==> src/rtl/ivring_writer.sv <==
module ivring_writer #(
  parameter int PW     = 20,
  parameter int QDEPTH = 4
) (
  input  logic        clk,
  input  logic        rst_n,
  input  logic        ev_valid,
  output logic        ev_ready,
  input  logic [7:0]  ev_src,
  input  logic [27:0] ev_data,
  input  logic [7:0]  ev_ring,
  input  logic [7:0]  ev_vm,
  input  logic [15:0] ev_asid,
  input  logic        cfg_we,
  input  logic [2:0]  cfg_addr,
  input  logic [31:0] cfg_wdata,
  output logic [31:0] cfg_rdata,
  output logic        mem_valid,
  input  logic        mem_ready,
  output logic [39:0] mem_addr,
  output logic [31:0] mem_data,
  output logic        host_irq,
  output logic        busy
);
  localparam int QAW = (QDEPTH > 1) ? $clog2(QDEPTH) : 1;
  localparam int EW  = 68;

  typedef enum logic [1:0] {S_IDLE, S_VEC, S_WB} state_t;

  logic          en_q, wb_q, ie_q, rearm_q, ovf_q, gap_q;
  logic [4:0]    size_q;
  logic [31:0]   base_q;
  logic [31:2]   wbl_q;
  logic [7:0]    wbh_q;
  logic [PW-1:0] rptr_q, wptr_q, amask, nxt;
  state_t        state_q;
  logic [1:0]    beat_q;

  logic [EW-1:0] qmem [QDEPTH];
  logic [QAW-1:0] qwr_q, qrd_q;
  logic [QAW:0]   qcnt_q;
  logic [EW-1:0]  head;
  logic           push, pop, acc, qfull;

  assign amask    = PW'((33'd4 << size_q) - 33'd1) & ~PW'(15);
  assign nxt      = (wptr_q + PW'(16)) & amask;
  assign qfull    = (qcnt_q == (QAW+1)'(QDEPTH));
  assign mem_valid = (state_q != S_IDLE);
  assign acc      = mem_valid && mem_ready;
  assign ev_ready = !qfull && !(mem_valid && !mem_ready);
  assign push     = ev_valid && ev_ready;
  assign pop      = acc && (state_q == S_VEC) && (beat_q == 2'd3);
  assign head     = qmem[qrd_q];
  assign busy     = (qcnt_q != '0) || (state_q != S_IDLE);
  assign host_irq = ie_q && ((rptr_q != wptr_q) || ovf_q) && !gap_q;

  assign mem_addr = (state_q == S_WB) ? {wbh_q, wbl_q, 2'b00}
                  : {base_q, 8'h00} + 40'(wptr_q) + {36'd0, beat_q, 2'b00};

  always_comb begin
    case (beat_q)
      2'd0:    mem_data = {24'd0, head[67:60]};
      2'd1:    mem_data = {4'd0, head[59:32]};
      2'd2:    mem_data = head[31:0];
      default: mem_data = 32'd0;
    endcase
    if (state_q == S_WB) mem_data = 32'(wptr_q) | {31'd0, ovf_q};
  end

  always_comb begin
    case (cfg_addr)
      3'd0: cfg_rdata = {10'd0, rearm_q, 3'd0, ie_q, 8'd0, wb_q, 2'd0, size_q, en_q};
      3'd1: cfg_rdata = base_q;
      3'd2: cfg_rdata = 32'(rptr_q);
      3'd3: cfg_rdata = 32'(wptr_q) | {31'd0, ovf_q};
      3'd4: cfg_rdata = {wbl_q, 2'b00};
      3'd5: cfg_rdata = {24'd0, wbh_q};
      default: cfg_rdata = 32'd0;
    endcase
  end

  always_ff @(posedge clk) begin
    if (push) qmem[qwr_q] <= {ev_src, ev_data, ev_asid, ev_vm, ev_ring};
  end

  always_ff @(posedge clk) begin
    if (!rst_n) begin
      qwr_q <= '0; qrd_q <= '0; qcnt_q <= '0;
    end else begin
      if (push) qwr_q <= (qwr_q == QAW'(QDEPTH-1)) ? '0 : qwr_q + 1'b1;
      if (pop)  qrd_q <= (qrd_q == QAW'(QDEPTH-1)) ? '0 : qrd_q + 1'b1;
      qcnt_q <= qcnt_q + (QAW+1)'(push) - (QAW+1)'(pop);
    end
  end

  always_ff @(posedge clk) begin
    if (!rst_n) begin
      en_q <= 1'b0; wb_q <= 1'b0; ie_q <= 1'b0; rearm_q <= 1'b0; size_q <= '0;
      base_q <= '0; wbl_q <= '0; wbh_q <= '0;
      rptr_q <= '0; wptr_q <= '0; ovf_q <= 1'b0; gap_q <= 1'b0;
      state_q <= S_IDLE; beat_q <= '0;
    end else begin
      gap_q <= 1'b0;
      case (state_q)
        S_IDLE: if (en_q && qcnt_q != '0) state_q <= S_VEC;
        S_VEC: if (acc) begin
          beat_q <= beat_q + 2'd1;
          if (beat_q == 2'd3) begin
            wptr_q <= nxt;
            if (nxt == rptr_q) ovf_q <= 1'b1;
            state_q <= wb_q ? S_WB : S_IDLE;
          end
        end
        default: if (acc) state_q <= S_IDLE;
      endcase
      if (cfg_we) begin
        case (cfg_addr)
          3'd0: begin
            en_q <= cfg_wdata[0]; size_q <= cfg_wdata[5:1]; wb_q <= cfg_wdata[8];
            ie_q <= cfg_wdata[17]; rearm_q <= cfg_wdata[21];
            if (cfg_wdata[31]) ovf_q <= 1'b0;
          end
          3'd1: base_q <= cfg_wdata;
          3'd2: begin
            rptr_q <= PW'(cfg_wdata) & amask;
            if (rearm_q) gap_q <= 1'b1;
          end
          3'd3: wptr_q <= PW'(cfg_wdata) & amask;
          3'd4: wbl_q <= cfg_wdata[31:2];
          3'd5: wbh_q <= cfg_wdata[7:0];
          default: ;
        endcase
      end
    end
  end

  assert_hold_R3: assert property (@(posedge clk) disable iff (!rst_n)
    mem_valid && !mem_ready |=> mem_valid && $stable(mem_addr) && $stable(mem_data));
  assert_dword_align_R3: assert property (@(posedge clk) disable iff (!rst_n)
    mem_valid |-> mem_addr[1:0] == 2'b00);
  assert_wptr_step_R4: assert property (@(posedge clk) disable iff (!rst_n)
    !$past(cfg_we) && $changed(wptr_q) |-> wptr_q == (($past(wptr_q) + PW'(16)) & amask));
  assert_quiet_when_empty_R7: assert property (@(posedge clk) disable iff (!rst_n)
    (rptr_q == wptr_q) && !ovf_q |-> !host_irq);
  assert_full_backpressure_R12: assert property (@(posedge clk) disable iff (!rst_n)
    qfull |-> !ev_ready);
  assert_busy_R13: assert property (@(posedge clk) disable iff (!rst_n)
    mem_valid |-> busy);
endmodule

==> config.mk <==
export PLATFORM = sky130hd
export DESIGN_NAME = ivring_writer
export DESIGN_NICKNAME = d
export VERILOG_FILES = /design/src/rtl/ivring_writer.sv
export SDC_FILE = /design/constraint.sdc
export NUM_CORES = 1
export LEC_CHECK = 0
export BUFFER_PORTS_ARGS = -buffer_cell sky130_fd_sc_hd__buf_2
export CAP_MARGIN = 25
export CORE_MARGIN = 2
export CORE_UTILIZATION = 59
export DETAILED_ROUTE_END_ITERATION = 8
export PLACE_DENSITY_LB_ADDON = 0.05
export SKIP_LAST_GASP = 1
export SLEW_MARGIN = 10
export SYNTH_ARGS = -nofsm -noshare
export SYNTH_HDL_FRONTEND = slang
export SYNTH_SLANG_ARGS = --single-unit
==> constraint.sdc <==
create_clock -name clk -period 4.5 [get_ports clk]
set_clock_uncertainty 0.2 [all_clocks]
set_input_delay 0.9 -clock clk [delete_from_list [all_inputs] [get_ports clk]]
set_output_delay 0.9 -clock clk [all_outputs]
set_load 0.005 [all_outputs]
Yosys cells after proc, flatten, opt, wreduce, memory -nomap -nowiden
Memories as Yosys holds them, arrays and structs flattened. A register that Yosys moved wholly into a read port is not among the register bits.
Cells that the tools add are included.
Word-level totals
  register bits: 132
  memory bits (writable): 272
  input port bits: 108
  output and inout bits: 108
  logic and storage cells: 107
  memories: 1
Memory list
  qmem: words 4, width 68, read ports 1, clocked after Yosys merged registers in 1, wr ports 1, line 39  | logic [EW-1:0] qmem [QDEPTH];
Operators by class
  $add $sub $neg: 9
  eq/ne operators: 18
  shifts and indexed selects: 1
  mux-type cells: 29
  bitwise operators: 3
  reductions and logical operators: 29
Operator list (count)
  $pmux W32 S6: 1
  $mux W20: 5
  $pmux W32 S3: 1
  $add A40 B20 Y40: 1
  $add A40 B4 Y40: 1
  $and A20 B20 Y20: 2
  $mux W40: 1
  $mux W32: 1
  $add A20 B5 Y20 const B: 1
  $eq A20 B20 Y1: 1
  $ne A20 B20 Y1: 1
  $or A20 B1 Y20: 1
  $shl A3 B5 Y20 const A: 1
  $sub A20 B1 Y20 const B: 1
  $mux W2: 9
  $reduce_and A2 Y1: 6
  $eq A2 B2 Y1 const B: 5
  $mux W1: 10
  $eq A3 B3 Y1 const B: 3
  $logic_and A1 B1 Y1: 9
  $add A2 B1 Y2 const B: 3
  $eq A3 B2 Y1 const B: 2
  $eq A2 B1 Y1 const B: 2
  $logic_not A1 Y1: 4
  13 further kinds: 17

Depth between registers and ports, before layout
Gate-level depths: netlist of the first run.
  word-level depth: 11
  mapped depth: 14
  mapped depth without buffers: 12

Least setup slack after synthesis of the first run
OpenSTA, ideal clock, no wires.
  path kind: reg-to-output
  start point: reg beat_q[0]
  end point: out mem_addr[36]
  arrival time: 2.684 ns
  data required time: 3.400 ns
  path slack: 0.716 ns
  stages on the path, launching flop included: 11
  buffers on the path: 0
  cell sequence: dfxtp_1 > ha_1 > inv_1 > fa_1 > nand4b_1 > o21ai_1 > a311oi_1 > o21ai_2 > nand3_1 > or3_1 > a31oi_1
On the way
  longest elaborated chain between the ends: 2
RTL lines
  start: declaration: line 37  | logic [1:0] beat_q;
  start signal: assignment: line 107  | beat_q <= beat_q + 2'd1;
  $add A40 B4 Y40: line 58  | : {base_q, 8'h00} + 40'(wptr_q) + {36'd0, beat_q, 2'b00};
  $mux W40: line 57  | assign mem_addr = (state_q == S_WB) ? {wbh_q, wbl_q, 2'b00}
  end: declaration: line 20  | output logic [39:0] mem_addr,
No other way between the ends.

Worst setup path after layout of the first run
Same ends and word-level chain as after synthesis.

==> impl_metrics.json, run 1 <==
{
  "top_cell_type_by_total_area_after_synthesis": "sky130_fd_sc_hd__edfxtp_1",
  "cellLeakagePower_nw": 8.167,
  "grt_antenna_before_repair": 8,
  "cts_max_path_buffers": 3,
  "nets": 1942,
  "cts_root_buffer": "sky130_fd_sc_hd__clkbuf_16",
  "worst_r2r_endpoint": "ovf_q",
  "synth.area.top_cells": "sky130_fd_sc_hd__edfxtp_1 43%, sky130_fd_sc_hd__dfxtp_1 14%, sky130_fd_sc_hd__mux4_2 8.3%",
  "slew_headroom_pct": 35.01,
  "hold_start": "wbl_q[21]",
  "drt_pass1_iterations": 5,
  "cap_viol_max_count": 0,
  "critical_path.max_fanout": 5,
  "row_count": 65,
  "clock-sinks": 402,
  "synth-compound-area-share_pct": 12.59,
  "synth_enable_flop_cells": 272,
  "route.vias.total": 13950,
  "crit_arrival_ns": 3.25,
  "grt_pass1_vias": 13590,
  "chipWidth_um": 183.4,
  "max_freq_ghz": 0.2300,
  "dominantRegCellSynth": "sky130_fd_sc_hd__edfxtp_1",
  "max_slew.worst_pin.slew_ns": 0.9748,
  "outcome": "complete, no violations",
  "grt_first_pass_wirelength_um": 79460,
  "place.gp.congestion": 0.9545,
  "finalSetupViolCount": 0,
  "final_layout_size_suffix_gt1_share_pct": 24.20,
  "synth_top_area_share_pct": 43.00,
  "area.growth.synth_to_final_pct": 16.52,
  "final_antenna_net_count": 0,
  "mostFrequentLayoutCell": "sky130_fd_sc_hd__nand2_1",
  "wl_per_cell_um": 23.13,
  "cts.reportedPaths.clkPinSlew_ns": 0.06,
  "wirelength_um": 51920,
  "finish.instance_area_um2": 22140,
  "grt_max_degree": 105,
  "synthesis.area_per_instance_um2": 11.85,
  "vias_per_cell": 6.213,
  "worst_hold_path.num_cells": 2,
  "powerDensity_nw_per_um2": 394.5,
  "fp.dieArea_um2": 33650,
  "cts_hold_buf": 0,
  "timing.final.hold_violations": 0,
  "yosysWarnings": 0,
  "cts_tree": "built",
  "critical_path_required_ns": 3.40,
  "finalHoldWorstSlack_ns": 0.2839,
  "placement.io_buffers": 215,
  "synth_area_um2": 19000,
  "synth.ff_latch_count": 402,
  "dpl_cell_area_um2": 20600,
  "synth_xor_area_share_pct": 3.366,
  "path_class": "reg2out",
  "top_level_pins": 216,
  "initial_utilization_pct": 60.05,
  "worst_min_delay_path_class": "reg2reg",
  "timing.critical_path.to_type": "output port",
  "synth_cells": 1603,
  "post_synth_and_or_nand_nor_area_fraction_pct": 13.25,
  "dpl.hpwl_um": 35290,
  "global_route.usage.total_pct": 31.09,
  "ff2ff_path_depth": 7,
  "netlist-cell-type-count": 76,
  "most-common-layout-cells": "296 x sky130_fd_sc_hd__nand2_1, 272 x sky130_fd_sc_hd__edfxtp_1, 215 x sky130_fd_sc_hd__buf_2, 126 x sky130_fd_sc_hd__dfxtp_1, 94 x sky130_fd_sc_hd__a21boi_0",
  "setup.worst_path.start_class": "flip-flop",
  "worst_hold_path.endpoint": "wbl_q[21]",
  "async_flop_share_pct": 0,
  "setup_repair_after_global_routing_missed_its_margin": "true",
  "crit-reg2reg-launch": "size_q[3]",
  "die_h_um": 183.4,
  "period_needed_ns": 4.349,
  "drc_errors": 0,
  "drt-initial-drc-count": 1324,
  "synth-seq-area-share_pct": 56.69,
  "r2r_setup_slack_ns": 1.42,
  "clock_insertion_delay_worst_skew_ns": 0.56,
  "yosys-mux-area-fraction_pct": 9.234,
  "combinational_family_with_the_most_area_after_synthesis": "simple AND/OR/NAND/NOR gates",
  "core_um2": 31640,
  "finalSetupTns_ns": 0,
  "timing.final.crit_share_pct": 96.64,
  "nets_in_the_synthesized_netlist": 1739,
  "drv_slew": 0,
  "numCtsBuffers": 43,
  "synthAdderAreaFrac_pct": 1.923,
  "grt.overflow.total": 0,
  "cts.htree.levels": 2,
  "peakVddDrop_uv": 366.6
}
-- layer usage --
| metal | GRT usage (%) | wire length, um | vias to the layer above |
|---|---|---|---|
| met4 | 11.10 | 1617 | 6 |
| met5 | 0 | 39 | - |
| met2 | 51.53 | 25100 | 646 |
| li1 | - | - | 6390 |
| met3 | 5.626 | 4230 | 110 |
| met1 | 41.52 | 20930 | 6796 |
-- cells in the mapped netlist, types with 4 or more instances --
library cell	instances
sky130_fd_sc_hd__nand2_1	296
sky130_fd_sc_hd__edfxtp_1	272
sky130_fd_sc_hd__dfxtp_1	130
sky130_fd_sc_hd__a21boi_0	94
sky130_fd_sc_hd__clkbuf_1	88
sky130_fd_sc_hd__o21ai_0	79
sky130_fd_sc_hd__mux4_2	70
sky130_fd_sc_hd__a21oi_1	51
sky130_fd_sc_hd__nor2_1	43
sky130_fd_sc_hd__a22oi_1	38
sky130_fd_sc_hd__xnor2_1	38
sky130_fd_sc_hd__xor2_1	35
sky130_fd_sc_hd__and3_1	31
sky130_fd_sc_hd__ha_1	26
sky130_fd_sc_hd__inv_1	26
sky130_fd_sc_hd__nand3_1	24
sky130_fd_sc_hd__nor2b_1	20
sky130_fd_sc_hd__nor3_1	20
sky130_fd_sc_hd__a22o_1	19
sky130_fd_sc_hd__and2_1	19
sky130_fd_sc_hd__nand4_1	18
sky130_fd_sc_hd__a31oi_1	13
sky130_fd_sc_hd__buf_2	12
sky130_fd_sc_hd__mux2i_1	11
sky130_fd_sc_hd__a222oi_1	8
sky130_fd_sc_hd__nor4_1	7
sky130_fd_sc_hd__o22ai_1	7
sky130_fd_sc_hd__or3_1	7
sky130_fd_sc_hd__mux2_2	6
sky130_fd_sc_hd__a21o_1	5
sky130_fd_sc_hd__buf_1	5
sky130_fd_sc_hd__nand2b_1	5
sky130_fd_sc_hd__and4_1	4
sky130_fd_sc_hd__buf_4	4
sky130_fd_sc_hd__nand3b_1	4
sky130_fd_sc_hd__or4_1	4
-- stage by stage --
| stage | util [%] | instances | total power [W] | setup WS, ns |
|---|---|---|---|---|
| floorplan | - | 1603 | 0.004769 | 0.7161 |
| global placement | 65.10 | 2161 | 0.005048 | 0.4037 |
| detailed placement | 65.10 | 2161 | 0.005077 | 0.3347 |
| CTS | 69.90 | 2240 | 0.008777 | 0.009015 |
| global route | 69.94 | 2242 | 0.009014 | -0.002442 |
| finish | 69.97 | 2245 | 0.008733 | 0.1513 |
-- final cells by class --
class	instances	area (um^2)
Multi-Input combinational cell	1064	7691
Clock buffer	58	1202
Antenna cell	4	10.01
Tap cell	402	503.0
Inverter	26	97.59
Timing Repair Buffer	269	1556
Clock inverter	20	296.5
Sequential cell	402	10780
Fill cell	2298	9502
-- repair_timing --
action,in CTS,in global routing
pin swaps,1,2
setup buffers,1,1
gates resized for setup,3,3
endpoints found under the setup margin,9,11
-- where the power goes --
part / leakage [nW] / total (W) / internal (W) / switching (W)
Sequential: 3.55 / 0.00430 / 0.00422 / 0.0000847
Clock: 0.742 / 0.00373 / 0.00224 / 0.00148
Combinational: 3.88 / 0.000706 / 0.000285 / 0.000421
Total: 8.17 / 0.00873 / 0.00675 / 0.00199
-- state kept, by name (all words and copies together), names as in the netlist, named ones only --
register / cells
base_q: 32
rptr_q: 16
qrd_q: 2
beat_q: 2
wb_q: 1
wptr_q: 20
en_q: 1
qcnt_q: 3
wbh_q: 8
state_q: 2
size_q: 5
wbl_q: 30
ie_q: 1
ovf_q: 1
gap_q: 1
qmem: 272
qwr_q: 2
rearm_q: 1
-- cells by family (layout without fill, tap and decap cells) --
logic type      after synthesis  in the layout
simple gates                525            525
flops                       402            402
compound gates              351            351
buf+inv                     137            373
mux                          87             87
xor+xnor                     73             73
fa+ha+maj                    28             28
other cells                   0              4
-- critical path, stage by stage, from the launching register on --
cell	delay (ns)
sky130_fd_sc_hd__dfxtp_2	0.38
sky130_fd_sc_hd__ha_1	0.18
sky130_fd_sc_hd__inv_1	0.06
sky130_fd_sc_hd__fa_2	0.38
sky130_fd_sc_hd__nand4b_1	0.25
sky130_fd_sc_hd__o21ai_2	0.23
sky130_fd_sc_hd__a311oi_1	0.17
sky130_fd_sc_hd__o21ai_2	0.20
sky130_fd_sc_hd__nand3_2	0.16
sky130_fd_sc_hd__or3_1	0.39
sky130_fd_sc_hd__a31oi_1	0.16
sky130_fd_sc_hd__buf_2	0.13
-- how the worst max path moves through the flow --
stage | from | endpoint | depth (start not counted)
after floorplan | beat_q[0] | mem_addr[36] | 10
after global placement | beat_q[0] | mem_addr[36] | 11
after detailed placement | beat_q[0] | mem_addr[36] | 11
after CTS | wptr_q[2] | mem_addr[36] | 11
after global routing | beat_q[0] | mem_addr[36] | 11
final | beat_q[0] | mem_addr[36] | 11
Note: power is estimated with default switching activity, not from simulation.
==> inputs of run 2 (changes only) <==
- CAP_MARGIN: 25 -> 20
- SETUP_SLACK_MARGIN: not set -> 0.4
==> impl_metrics.json, run 2 (same netlist as run 1, synthesis figures left out) <==
{
  "fp.dieArea_um2": 33650,
  "numCtsBuffers": 43,
  "design_power_total_w": 0.008734,
  "worst_min_delay_path_class": "reg2reg",
  "cts.htree.levels": 2,
  "placement.io_buffers": 215,
  "layout.filler_cells": 2272,
  "most-common-layout-cells": "296 x sky130_fd_sc_hd__nand2_1, 272 x sky130_fd_sc_hd__edfxtp_1, 215 x sky130_fd_sc_hd__buf_2, 122 x sky130_fd_sc_hd__dfxtp_1, 94 x sky130_fd_sc_hd__a21boi_0",
  "internal_power_component_w": 0.006746,
  "outcome": "complete, no violations",
  "multi_input_area_um2": 7756,
  "area.growth.synth_to_final_pct": 17.41,
  "chipWidth_um": 183.4,
  "period_needed_ns": 4.202,
  "drt_pass1_iterations": 5,
  "vias_per_cell": 6.198,
  "place.gp.congestion": 0.9545,
  "global_route.usage.total_pct": 31.18,
  "grt.overflow.total": 0,
  "max_freq_ghz": 0.2380,
  "p_switching_w": 0.001988,
  "dpl.hpwl_um": 35290,
  "largest-register": "qmem",
  "initial_utilization_pct": 60.05,
  "seq_area_um2": 10790,
  "clkPwrFrac_pct": 42.6,
  "reg_top3": "qmem x272, base_q x32, wbl_q x30",
  "die_h_um": 183.4,
  "grt_antenna_before_repair": 8,
  "powerDensity_nw_per_um2": 391.6,
  "grt_max_degree": 105,
  "setup_repair_after_global_routing_missed_its_margin": "true",
  "cap_viol_max_count": 0,
  "wirelength_um": 52300,
  "cts_hold_buf": 0,
  "finalSetupViolCount": 0,
  "grt_pass1_vias": 13640,
  "clock_insertion_delay_worst_skew_ns": 0.56,
  "timing.final.hold_violations": 0,
  "peakVddDrop_uv": 367.5,
  "grt_first_pass_wirelength_um": 79670,
  "cts.reportedPaths.clkPinSlew_ns": 0.06,
  "setup.worst_path.start_class": "flip-flop",
  "cts_tree": "built",
  "critical_path.max_fanout": 5,
  "cts_root_buffer": "sky130_fd_sc_hd__clkbuf_16",
  "cellLeakagePower_nw": 8.209,
  "pwr-share-comb_pct": 8.1,
  "final_layout_size_suffix_gt1_share_pct": 25.49,
  "share_seq_of_total_power_pct": 49.3,
  "nets": 1951,
  "cts_max_path_buffers": 3,
  "timing.critical_path.to_type": "output port",
  "drt-initial-drc-count": 1369,
  "wl_per_cell_um": 23.20,
  "top_level_pins": 216,
  "row_count": 65,
  "clock-sinks": 402,
  "critical_path_required_ns": 3.40,
  "route.vias.total": 13970,
  "largest_register_ff_count": 272,
  "crit_arrival_ns": 3.10,
  "timing.final.crit_share_pct": 93.38,
  "mostFrequentLayoutCell": "sky130_fd_sc_hd__nand2_1",
  "net_sw_share_pct": 22.76,
  "slew_headroom_pct": 37.17,
  "max_slew.worst_pin.slew_ns": 0.9424,
  "core_um2": 31640,
  "finalSetupTns_ns": 0,
  "path_class": "reg2out",
  "drc_errors": 0,
  "drv_slew": 0,
  "final_antenna_net_count": 0
}
==> run 2: changes by cell type in the layout (fill, tap and decap cells not counted), moves of 2 or more <==
cell                        delta
sky130_fd_sc_hd__buf_4         +6
sky130_fd_sc_hd__buf_12        +2
sky130_fd_sc_hd__o21ai_0       -3
sky130_fd_sc_hd__and3_2        +3
sky130_fd_sc_hd__o21ai_1       +3
sky130_fd_sc_hd__ha_1          -3
sky130_fd_sc_hd__dfxtp_2       +3
sky130_fd_sc_hd__a2111oi_2     +2
sky130_fd_sc_hd__dfxtp_1       -4
sky130_fd_sc_hd__and3_1        -3
sky130_fd_sc_hd__ha_2          +2
==> run 2: final timing paths <==
kind | startpoint | end | slack, ns | cells after the start
worst min register to register | wbl_q[20] | wbl_q[20] | 0.28 | 2
worst max-delay path | beat_q[0] | mem_addr[36] | 0.30 | 11
worst min-delay path | wbl_q[20] | wbl_q[20] | 0.28 | 2
worst max register to register | beat_q[0] | qcnt_q[2] | 1.43 | 14
==> run 2: worst max-delay path: stages, from the launching register on <==
cell                       delay (ns)
sky130_fd_sc_hd__dfxtp_4         0.36
sky130_fd_sc_hd__ha_4            0.14
sky130_fd_sc_hd__inv_2           0.04
sky130_fd_sc_hd__fa_2            0.38
sky130_fd_sc_hd__nand4b_1        0.24
sky130_fd_sc_hd__o21ai_2         0.24
sky130_fd_sc_hd__a311oi_2        0.15
sky130_fd_sc_hd__o21ai_2         0.20
sky130_fd_sc_hd__nand3_2         0.16
sky130_fd_sc_hd__or3_1           0.35
sky130_fd_sc_hd__a31oi_1         0.16
sky130_fd_sc_hd__buf_2           0.13
==> run 2: timing repair <==
action	4_1_cts	5_1_grt
endpoints found under the setup margin	23	31
gates cloned	0	0
resized for setup	22	9
pin swaps	9	2
setup buffers	7	4
==> run 2: final cells by class <==
type | instances | area share, %
clock buffers | 58 | 5.391
repair buffers | 278 | 7.411
flip-flops and latches | 402 | 48.36
diodes | 4 | 0.04488
clock inverters | 20 | 1.330
multi-input cells | 1064 | 34.78
inverters | 26 | 0.4376
well taps | 402 | 2.255
==> run 2: metal layers <==
metal  vias to the layer above  track usage (%)  share of wire [%]
met5                         -                0              0.075
met4                         6            11.30                3.3
met3                       123            5.745                7.9
met2                       639            51.70                 48
met1                      6799            41.47                 40
li1                       6404                -                  -
==> run 2: stage by stage <==
stage               hold WS [ns]  area [um^2]  instances  setup slack, ns  util (%)
global placement          0.2673        20600       2161           0.4037     65.10
global route              0.3047        22300       2251           0.1722     70.48
detailed placement        0.2742        20600       2161           0.3347     65.10
CTS                       0.2829        22230       2246           0.2946     70.27
finish                    0.2820        22300       2254           0.2980     70.50
floorplan                 0.2258        19000       1603           0.7161         -
==> run 2: power by group through the flow <==
stage               clock network, W  registers, W  logic [W]
finish                       0.00372       0.00430   0.000709
global route                 0.00393       0.00432   0.000766
CTS                          0.00377       0.00430   0.000707
detailed placement                 0       0.00438   0.000702
global placement                   0       0.00436   0.000689
floorplan                          0       0.00436   0.000411
